**src/rtl/dqs_cal_pkg.sv**
```systemverilog
package dqs_cal_pkg;
  localparam int unsigned PHASES_PER_CYC = 8;

  typedef enum logic [2:0] {
    ST_IDLE,
    ST_SETTLE,
    ST_TEST,
    ST_DONE,
    ST_FAIL
  } cal_state_e;

  typedef enum logic [1:0] {
    SG_LEAD_COARSE,
    SG_LEAD_FINE,
    SG_TRAIL_COARSE,
    SG_TRAIL_FINE
  } cal_stage_e;
endpackage

```
**src/rtl/dqs_cal_timer.sv**
```systemverilog
module dqs_cal_timer #(
  parameter int W = 6
) (
  input  logic         clk,
  input  logic         rst_n,
  input  logic         run,
  input  logic [W-1:0] limit,
  output logic         expired
);
  logic [W-1:0] cnt_q;

  always_ff @(posedge clk or negedge rst_n) begin
    if (!rst_n)         cnt_q <= '0;
    else if (!run)      cnt_q <= '0;
    else if (!expired)  cnt_q <= cnt_q + W'(1);
  end

  assign expired = run && (cnt_q == limit);

  // the settle window is never abandoned before it expires
  p_settle_run_r3: assert property (@(posedge clk) disable iff (!rst_n)
    run && !expired |=> run);
endmodule

```
**src/rtl/dqs_cal_split.sv**
```systemverilog
module dqs_cal_split #(
  parameter int CYC_W = 3,
  parameter int TAPS  = 4,
  parameter int TAP_W = 2,
  parameter int POS_W = 8
) (
  input  logic [POS_W-1:0] pos,
  output logic [CYC_W-1:0] cyc,
  output logic [2:0]       phase,
  output logic [TAP_W-1:0] tap
);
  localparam logic [POS_W-1:0] TAPS_P  = POS_W'(TAPS);
  localparam logic [POS_W-1:0] CYCLE_P = POS_W'(TAPS * 8);

  logic [POS_W-1:0] coarse;

  assign coarse = pos / TAPS_P;
  assign tap    = TAP_W'(pos % TAPS_P);
  assign phase  = coarse[2:0];
  assign cyc    = CYC_W'(pos / CYCLE_P);
endmodule

```
**src/rtl/dqs_gate_cal.sv**
```systemverilog
module dqs_gate_cal #(
  parameter int CYC_W    = 3,
  parameter int TAPS     = 4,
  parameter int DQ_W     = 8,
  parameter int SETTLE_W = 6,
  localparam int TAP_W   = (TAPS > 1) ? $clog2(TAPS) : 1
) (
  input  logic                clk,
  input  logic                rst_n,
  input  logic                start,
  input  logic [SETTLE_W-1:0] settle_cnt,
  input  logic                test_ack,
  input  logic [DQ_W-1:0]     test_pass,
  output logic                test_req,
  output logic [CYC_W-1:0]    vfifo_cyc,
  output logic [2:0]          phase_sel,
  output logic [TAP_W-1:0]    tap_sel,
  output logic                lfifo_max,
  output logic                done,
  output logic                fail
);
  import dqs_cal_pkg::*;

  localparam int POS_W   = CYC_W + 3 + TAP_W;
  localparam int MAX_POS = (1 << CYC_W) * PHASES_PER_CYC * TAPS - 1;
  localparam logic [POS_W:0]   STEP_W = (POS_W+1)'(TAPS);
  localparam logic [POS_W:0]   LIMIT  = (POS_W+1)'(MAX_POS);
  localparam logic [POS_W-1:0] BACK   = POS_W'(TAPS - 1);
  localparam logic [POS_W-1:0] ONE    = POS_W'(1);

  function automatic logic [POS_W-1:0] mid_pos(input logic [POS_W-1:0] a,
                                                input logic [POS_W-1:0] b);
    logic [POS_W:0] s;
    s = {1'b0, a} + {1'b0, b};
    return s[POS_W:1];
  endfunction

  cal_state_e       st_q;
  cal_stage_e       stage_q;
  logic [POS_W-1:0] pos_q, lead_q, trail_q, cref_q;

  // named internal events
  logic           hit, start_acc, test_fire, settle_done;
  logic [POS_W:0] pos_step, ref_step;
  logic           step_ok, ref_ok, fine_last;

  assign hit       = |test_pass;
  assign start_acc = start && (st_q == ST_IDLE || st_q == ST_DONE || st_q == ST_FAIL);
  assign test_fire = (st_q == ST_TEST) && test_ack;
  assign pos_step  = {1'b0, pos_q} + STEP_W;
  assign ref_step  = {1'b0, cref_q} + STEP_W;
  assign step_ok   = pos_step <= LIMIT;
  assign ref_ok    = ref_step <= LIMIT;
  assign fine_last = (pos_q + ONE) == cref_q;

  dqs_cal_timer #(.W(SETTLE_W)) u_timer (
    .clk    (clk),
    .rst_n  (rst_n),
    .run    (st_q == ST_SETTLE),
    .limit  (settle_cnt),
    .expired(settle_done)
  );

  always_ff @(posedge clk or negedge rst_n) begin
    if (!rst_n) begin
      st_q    <= ST_IDLE;
      stage_q <= SG_LEAD_COARSE;
      pos_q   <= '0;
      lead_q  <= '0;
      trail_q <= '0;
      cref_q  <= '0;
    end else begin
      case (st_q)
        ST_SETTLE: if (settle_done) st_q <= ST_TEST;
        ST_TEST: if (test_ack) begin
          st_q <= ST_SETTLE;
          case (stage_q)
            SG_LEAD_COARSE: begin
              if (hit) begin
                cref_q <= pos_q;
                if (pos_q == '0 || TAPS == 1) begin
                  lead_q  <= pos_q;
                  stage_q <= SG_TRAIL_COARSE;
                  if (step_ok) pos_q <= pos_step[POS_W-1:0];
                  else         st_q  <= ST_FAIL;
                end else begin
                  pos_q   <= pos_q - BACK;
                  stage_q <= SG_LEAD_FINE;
                end
              end else if (step_ok) pos_q <= pos_step[POS_W-1:0];
              else                  st_q  <= ST_FAIL;
            end
            SG_LEAD_FINE: begin
              if (hit || fine_last) begin
                lead_q  <= hit ? pos_q : cref_q;
                stage_q <= SG_TRAIL_COARSE;
                if (ref_ok) pos_q <= ref_step[POS_W-1:0];
                else        st_q  <= ST_FAIL;
              end else pos_q <= pos_q + ONE;
            end
            SG_TRAIL_COARSE: begin
              if (hit) begin
                if (step_ok) pos_q <= pos_step[POS_W-1:0];
                else         st_q  <= ST_FAIL;
              end else begin
                cref_q <= pos_q;
                if (TAPS == 1) begin
                  trail_q <= pos_q - ONE;
                  pos_q   <= mid_pos(lead_q, pos_q - ONE);
                  st_q    <= ST_DONE;
                end else begin
                  pos_q   <= pos_q - BACK;
                  stage_q <= SG_TRAIL_FINE;
                end
              end
            end
            default: begin
              if (!hit) begin
                trail_q <= pos_q - ONE;
                pos_q   <= mid_pos(lead_q, pos_q - ONE);
                st_q    <= ST_DONE;
              end else if (fine_last) begin
                trail_q <= pos_q;
                pos_q   <= mid_pos(lead_q, pos_q);
                st_q    <= ST_DONE;
              end else pos_q <= pos_q + ONE;
            end
          endcase
        end
        default: if (start_acc) begin
          st_q    <= ST_SETTLE;
          stage_q <= SG_LEAD_COARSE;
          pos_q   <= '0;
        end
      endcase
    end
  end

  dqs_cal_split #(.CYC_W(CYC_W), .TAPS(TAPS), .TAP_W(TAP_W), .POS_W(POS_W)) u_split (
    .pos  (pos_q),
    .cyc  (vfifo_cyc),
    .phase(phase_sel),
    .tap  (tap_sel)
  );

  assign test_req  = (st_q == ST_TEST);
  assign lfifo_max = (st_q == ST_SETTLE) || (st_q == ST_TEST);
  assign done      = (st_q == ST_DONE);
  assign fail      = (st_q == ST_FAIL);

  // ---------------- assertions ----------------
  logic [SETTLE_W+1:0] gap_q;
  always_ff @(posedge clk or negedge rst_n) begin
    if (!rst_n)                       gap_q <= '0;
    else if (start_acc || test_fire)  gap_q <= '0;
    else if (gap_q != '1)             gap_q <= gap_q + (SETTLE_W+2)'(1);
  end

  p_settle_gap_r3: assert property (@(posedge clk) disable iff (!rst_n)
    $rose(test_req) |-> gap_q == ({2'b00, settle_cnt} + (SETTLE_W+2)'(1)));
  p_req_hold_r4: assert property (@(posedge clk) disable iff (!rst_n)
    test_req && !test_ack |=> test_req && $stable(pos_q));
  p_req_drop_r4: assert property (@(posedge clk) disable iff (!rst_n)
    test_req && test_ack |=> !test_req);
  p_lfifo_r2: assert property (@(posedge clk) disable iff (!rst_n)
    test_req |-> lfifo_max);
  p_flags_excl_r9: assert property (@(posedge clk) disable iff (!rst_n)
    !(done && fail));
  p_centre_r9: assert property (@(posedge clk) disable iff (!rst_n)
    done |-> (lead_q <= trail_q) && (pos_q >= lead_q) && (pos_q <= trail_q));
  p_fail_hold_r10: assert property (@(posedge clk) disable iff (!rst_n)
    fail && !start |=> fail && $stable(pos_q));
endmodule

```
**config.mk**
```make
export PLATFORM = sky130hd
export DESIGN_NAME = dqs_gate_cal
export DESIGN_NICKNAME = d
export VERILOG_FILES = /design/src/rtl/dqs_cal_pkg.sv /design/src/rtl/dqs_cal_timer.sv /design/src/rtl/dqs_cal_split.sv /design/src/rtl/dqs_gate_cal.sv
export SDC_FILE = /design/constraint.sdc
export NUM_CORES = 1
export LEC_CHECK = 0
export ABC_AREA = 1
export BUFFER_PORTS_ARGS = -buffer_cell sky130_fd_sc_hd__buf_2
export CAP_MARGIN = 10
export CORE_ASPECT_RATIO = 0.8
export CORE_UTILIZATION = 30
export DETAILED_ROUTE_END_ITERATION = 7
export SLEW_MARGIN = 20
export SYNTH_ARGS = -nofsm -noshare
export SYNTH_HDL_FRONTEND = slang
export SYNTH_SLANG_ARGS = --single-unit
```
**constraint.sdc**
```tcl
create_clock -name clk -period 3.2 [get_ports clk]
set_clock_uncertainty 0.15 [all_clocks]
set_input_delay 0.16 -clock clk [delete_from_list [all_inputs] [get_ports clk]]
set_output_delay 0.16 -clock clk [all_outputs]
set_load 0.01 [all_outputs]
```
==> reports/metrics.yaml <==
hp-class: "input pin to register"
cts_tree: "yes"
required_ps: 3230
cts.sinks: 35
placed_area_um2: 4480
report.final.slew_viol_count: 0
syn_inst: 649
antenna_found_initial: 0
path_delay_family: "adder cells"
yosysSeqAreaShare: 0.212
cts_root_buffer: "clkbuf_16"
ys.flop_type: "dfrtp_1"
final_core_util: 0.353
worstMarginPinSlew_ps: 885
cpMostUsedCell: "nand2_1"
endpoint_kind: "register"
place_congestion: 0.950
syn_nets: 695
ys_warn_count: 0
synthesis.area_um2: 4140
cts_resized: 0
p_leak_uw: 0.00229
slowest_stage: "dfrtp_1"
post-route-period-util: 0.892
start_util: 0.315
numPortBuffers: 29
grt_pass1_vias: 4070
drv_cap: 0
timing.fmax_ghz: 0.350
status: "completed"
power.density_nw_per_um2: 1060
cts_buffer_depth: 2
fin_crit_ps: 2850
core_um2: 13100
avgSynthCellArea_um2: 6.37
synth_top_area_frac: 0.212
crit_chain: "inv_2 -> ha_1 -> nand3_1 -> xor2_1 -> ha_1 -> a21oi_1 -> o221ai_1 -> nand2_1 -> nand2_1 -> o21ai_0 -> nand2_1 -> nand3_1 -> nand2_1"
cp.arrival_ps: 2890
slowest_delay_ps: 540
vias: 4326
die_h_um: 107
drt_iter0_drc: 320
area_growth_pct: 12.1
yosysTopAreaCell: "dfrtp_1"
hpwl_um: 10200
vias_per_cell: 5.05
fp-row-count: 37
synth_cell_types: 42
path_buf_inv: 1
ys_async_sr_fraction: 1.00
synthTopCellsByCount: "172 x nand2_1, 78 x inv_1, 66 x nand3_1"
synth-edff-count: 0
io_pins: 30
cp-start-kind: "register"
synth_area_leaders: "dfrtp_1 21%, nand2_1 16%, nand3_1 8.0%"
path_max_fanout: 8
relSlewSlack: 0.410
clk_pin_slew_ps: 60
criticalPathCategory: "register to register"
die_x_um: 133
hold_viol: 0
setup_violations: 0
drcViolationCount: 0
post_drt_wl_per_cell_um: 15.2
overflow: 0
synth_seq_cells: 35
fillCellCount: 1483
dieArea_um2: 14300
rsz0062_at_grt: "false"
diodes: 0
cts_made_buffers: 5
setup_tns_ps: 0
post-place-ws_ps: 411
worst_slack_ps: 345
nNetsFinal: 726
synthMostInstantiatedCell: "nand2_1"
grt_pass1_wl_um: 21700
grt_usage: 0.192
antenna_left: 0
dr.pass1.iters: 5
grt_max_degree: 36
cts_htree_levels: 2
ir_drop_v: 0.000462
insertion_delay_ps: 290
holdWs_ps: 248
wl_um: 13000
final_area_um2: 4640
drive_above_1_share: 0.120
area by class of cell:
type                       instances  area, um2  share of cell area
timing repair buffer              45        268              0.0578
clock buffer                       5        125              0.0270
multi-input combinational        511       2820               0.608
sequential                        35        876               0.189
inverter                          82        308              0.0664
tap                              175        219              0.0472
clock inverter                     3       20.0             0.00432
worst min-delay path, stage by stage:
cell and delay [ps]:
buf_2 90, nand2_1 160, nor2_1 110, nand3_1 80, nand2_1 40
placed cells by master, fill, tap and decap left out, types with 2 or more instances in the layout:
master / netlist / layout
nand3b_1: 4 / 4
xor2_1: 23 / 23
fa_1: 2 / 2
clkinvlp_4: 0 / 2
inv_2: 2 / 2
a21oi_1: 32 / 32
inv_1: 78 / 78
a21boi_1: 2 / 2
nand3_1: 66 / 66
nand4_1: 13 / 13
clkinv_1: 2 / 2
o21ai_2: 2 / 2
dfrtp_1: 35 / 35
ha_1: 26 / 26
o21ai_1: 7 / 7
xnor2_1: 7 / 7
nor2_2: 2 / 3
o211ai_1: 14 / 14
buf_2: 9 / 29
nor2_1: 45 / 44
nor2_4: 4 / 4
nand2_2: 7 / 7
nand2_1: 172 / 172
or2_2: 2 / 2
nor3_2: 4 / 4
o21ai_0: 53 / 53
nand3_2: 3 / 3
nor3_1: 10 / 10
clkbuf_16: 0 / 5
buf_4: 2 / 15
logic make-up (layout without fill, tap and decap cells):
| kind of cell | count (synthesis) | count (layout) | share of synthesized area |
|---|---|---|---|
| AND/OR/NAND/NOR | 337 | 337 | 0.372 |
| buffers and inverters | 103 | 135 | 0.107 |
| XOR/XNOR | 30 | 30 | 0.0635 |
| flip-flops | 35 | 35 | 0.212 |
| AO/OA/AOI/OAI | 116 | 116 | 0.157 |
| adder cells (fa/ha/maj) | 28 | 28 | 0.0883 |
worst paths after layout:
kind / cells after the start / from / slack, ps / to
setup / recovery: 13 / pos_q[2]$_DFFE_PN0P_ / 350 / pos_q[6]$_DFFE_PN0P_
setup reg to reg: 13 / pos_q[2]$_DFFE_PN0P_ / 350 / pos_q[6]$_DFFE_PN0P_
min in group asynchronous: 2 / rst_n / 400 / u_timer.cnt_q[5]$_DFFE_PN0P_
hold reg to reg: 1 / u_timer.cnt_q[0]$_DFFE_PN0P_ / 380 / u_timer.cnt_q[0]$_DFFE_PN0P_
max in group asynchronous: 2 / rst_n / 1940 / lead_q[4]$_DFFE_PN0P_
hold / removal: 5 / test_ack / 250 / pos_q[6]$_DFFE_PN0P_
through the flow:
step | cells | total power, uW
4_1_cts | 856 | 4870
6_report | 856 | 4940
2_1_floorplan | 649 | 3450
5_1_grt | 856 | 5430
3_5_place_dp | 847 | 4350
3_3_place_gp | 847 | 4380
what timing repair did:
action | 4_1_cts | 5_1_grt
hold endpoints to repair | 35 | 0
setup buffers | 0 | 0
hold buffers | 1 | 0
state kept, by name, indices dropped and copies added, names as in the netlist:
register       count
cref_q             8
lead_q             8
pos_q              8
u_timer.cnt_q      6
st_q               3
stage_q            2
power breakdown:
| part | total (uW) | switching, uW | internal (uW) |
|---|---|---|---|
| Clock | 502 | 215 | 287 |
| Sequential | 861 | 257 | 604 |
| Combinational | 3570 | 2310 | 1260 |
| Total | 4940 | 2780 | 2160 |
per-layer routing:
layer	share of wire	wire length, um	track usage
met4	0.010	135	0.0455
met3	0.081	1050	0.0288
met1	0.50	6460	0.285
met2	0.41	5330	0.287
met5	0	0	0
Power figures use the tool's default switching activity.
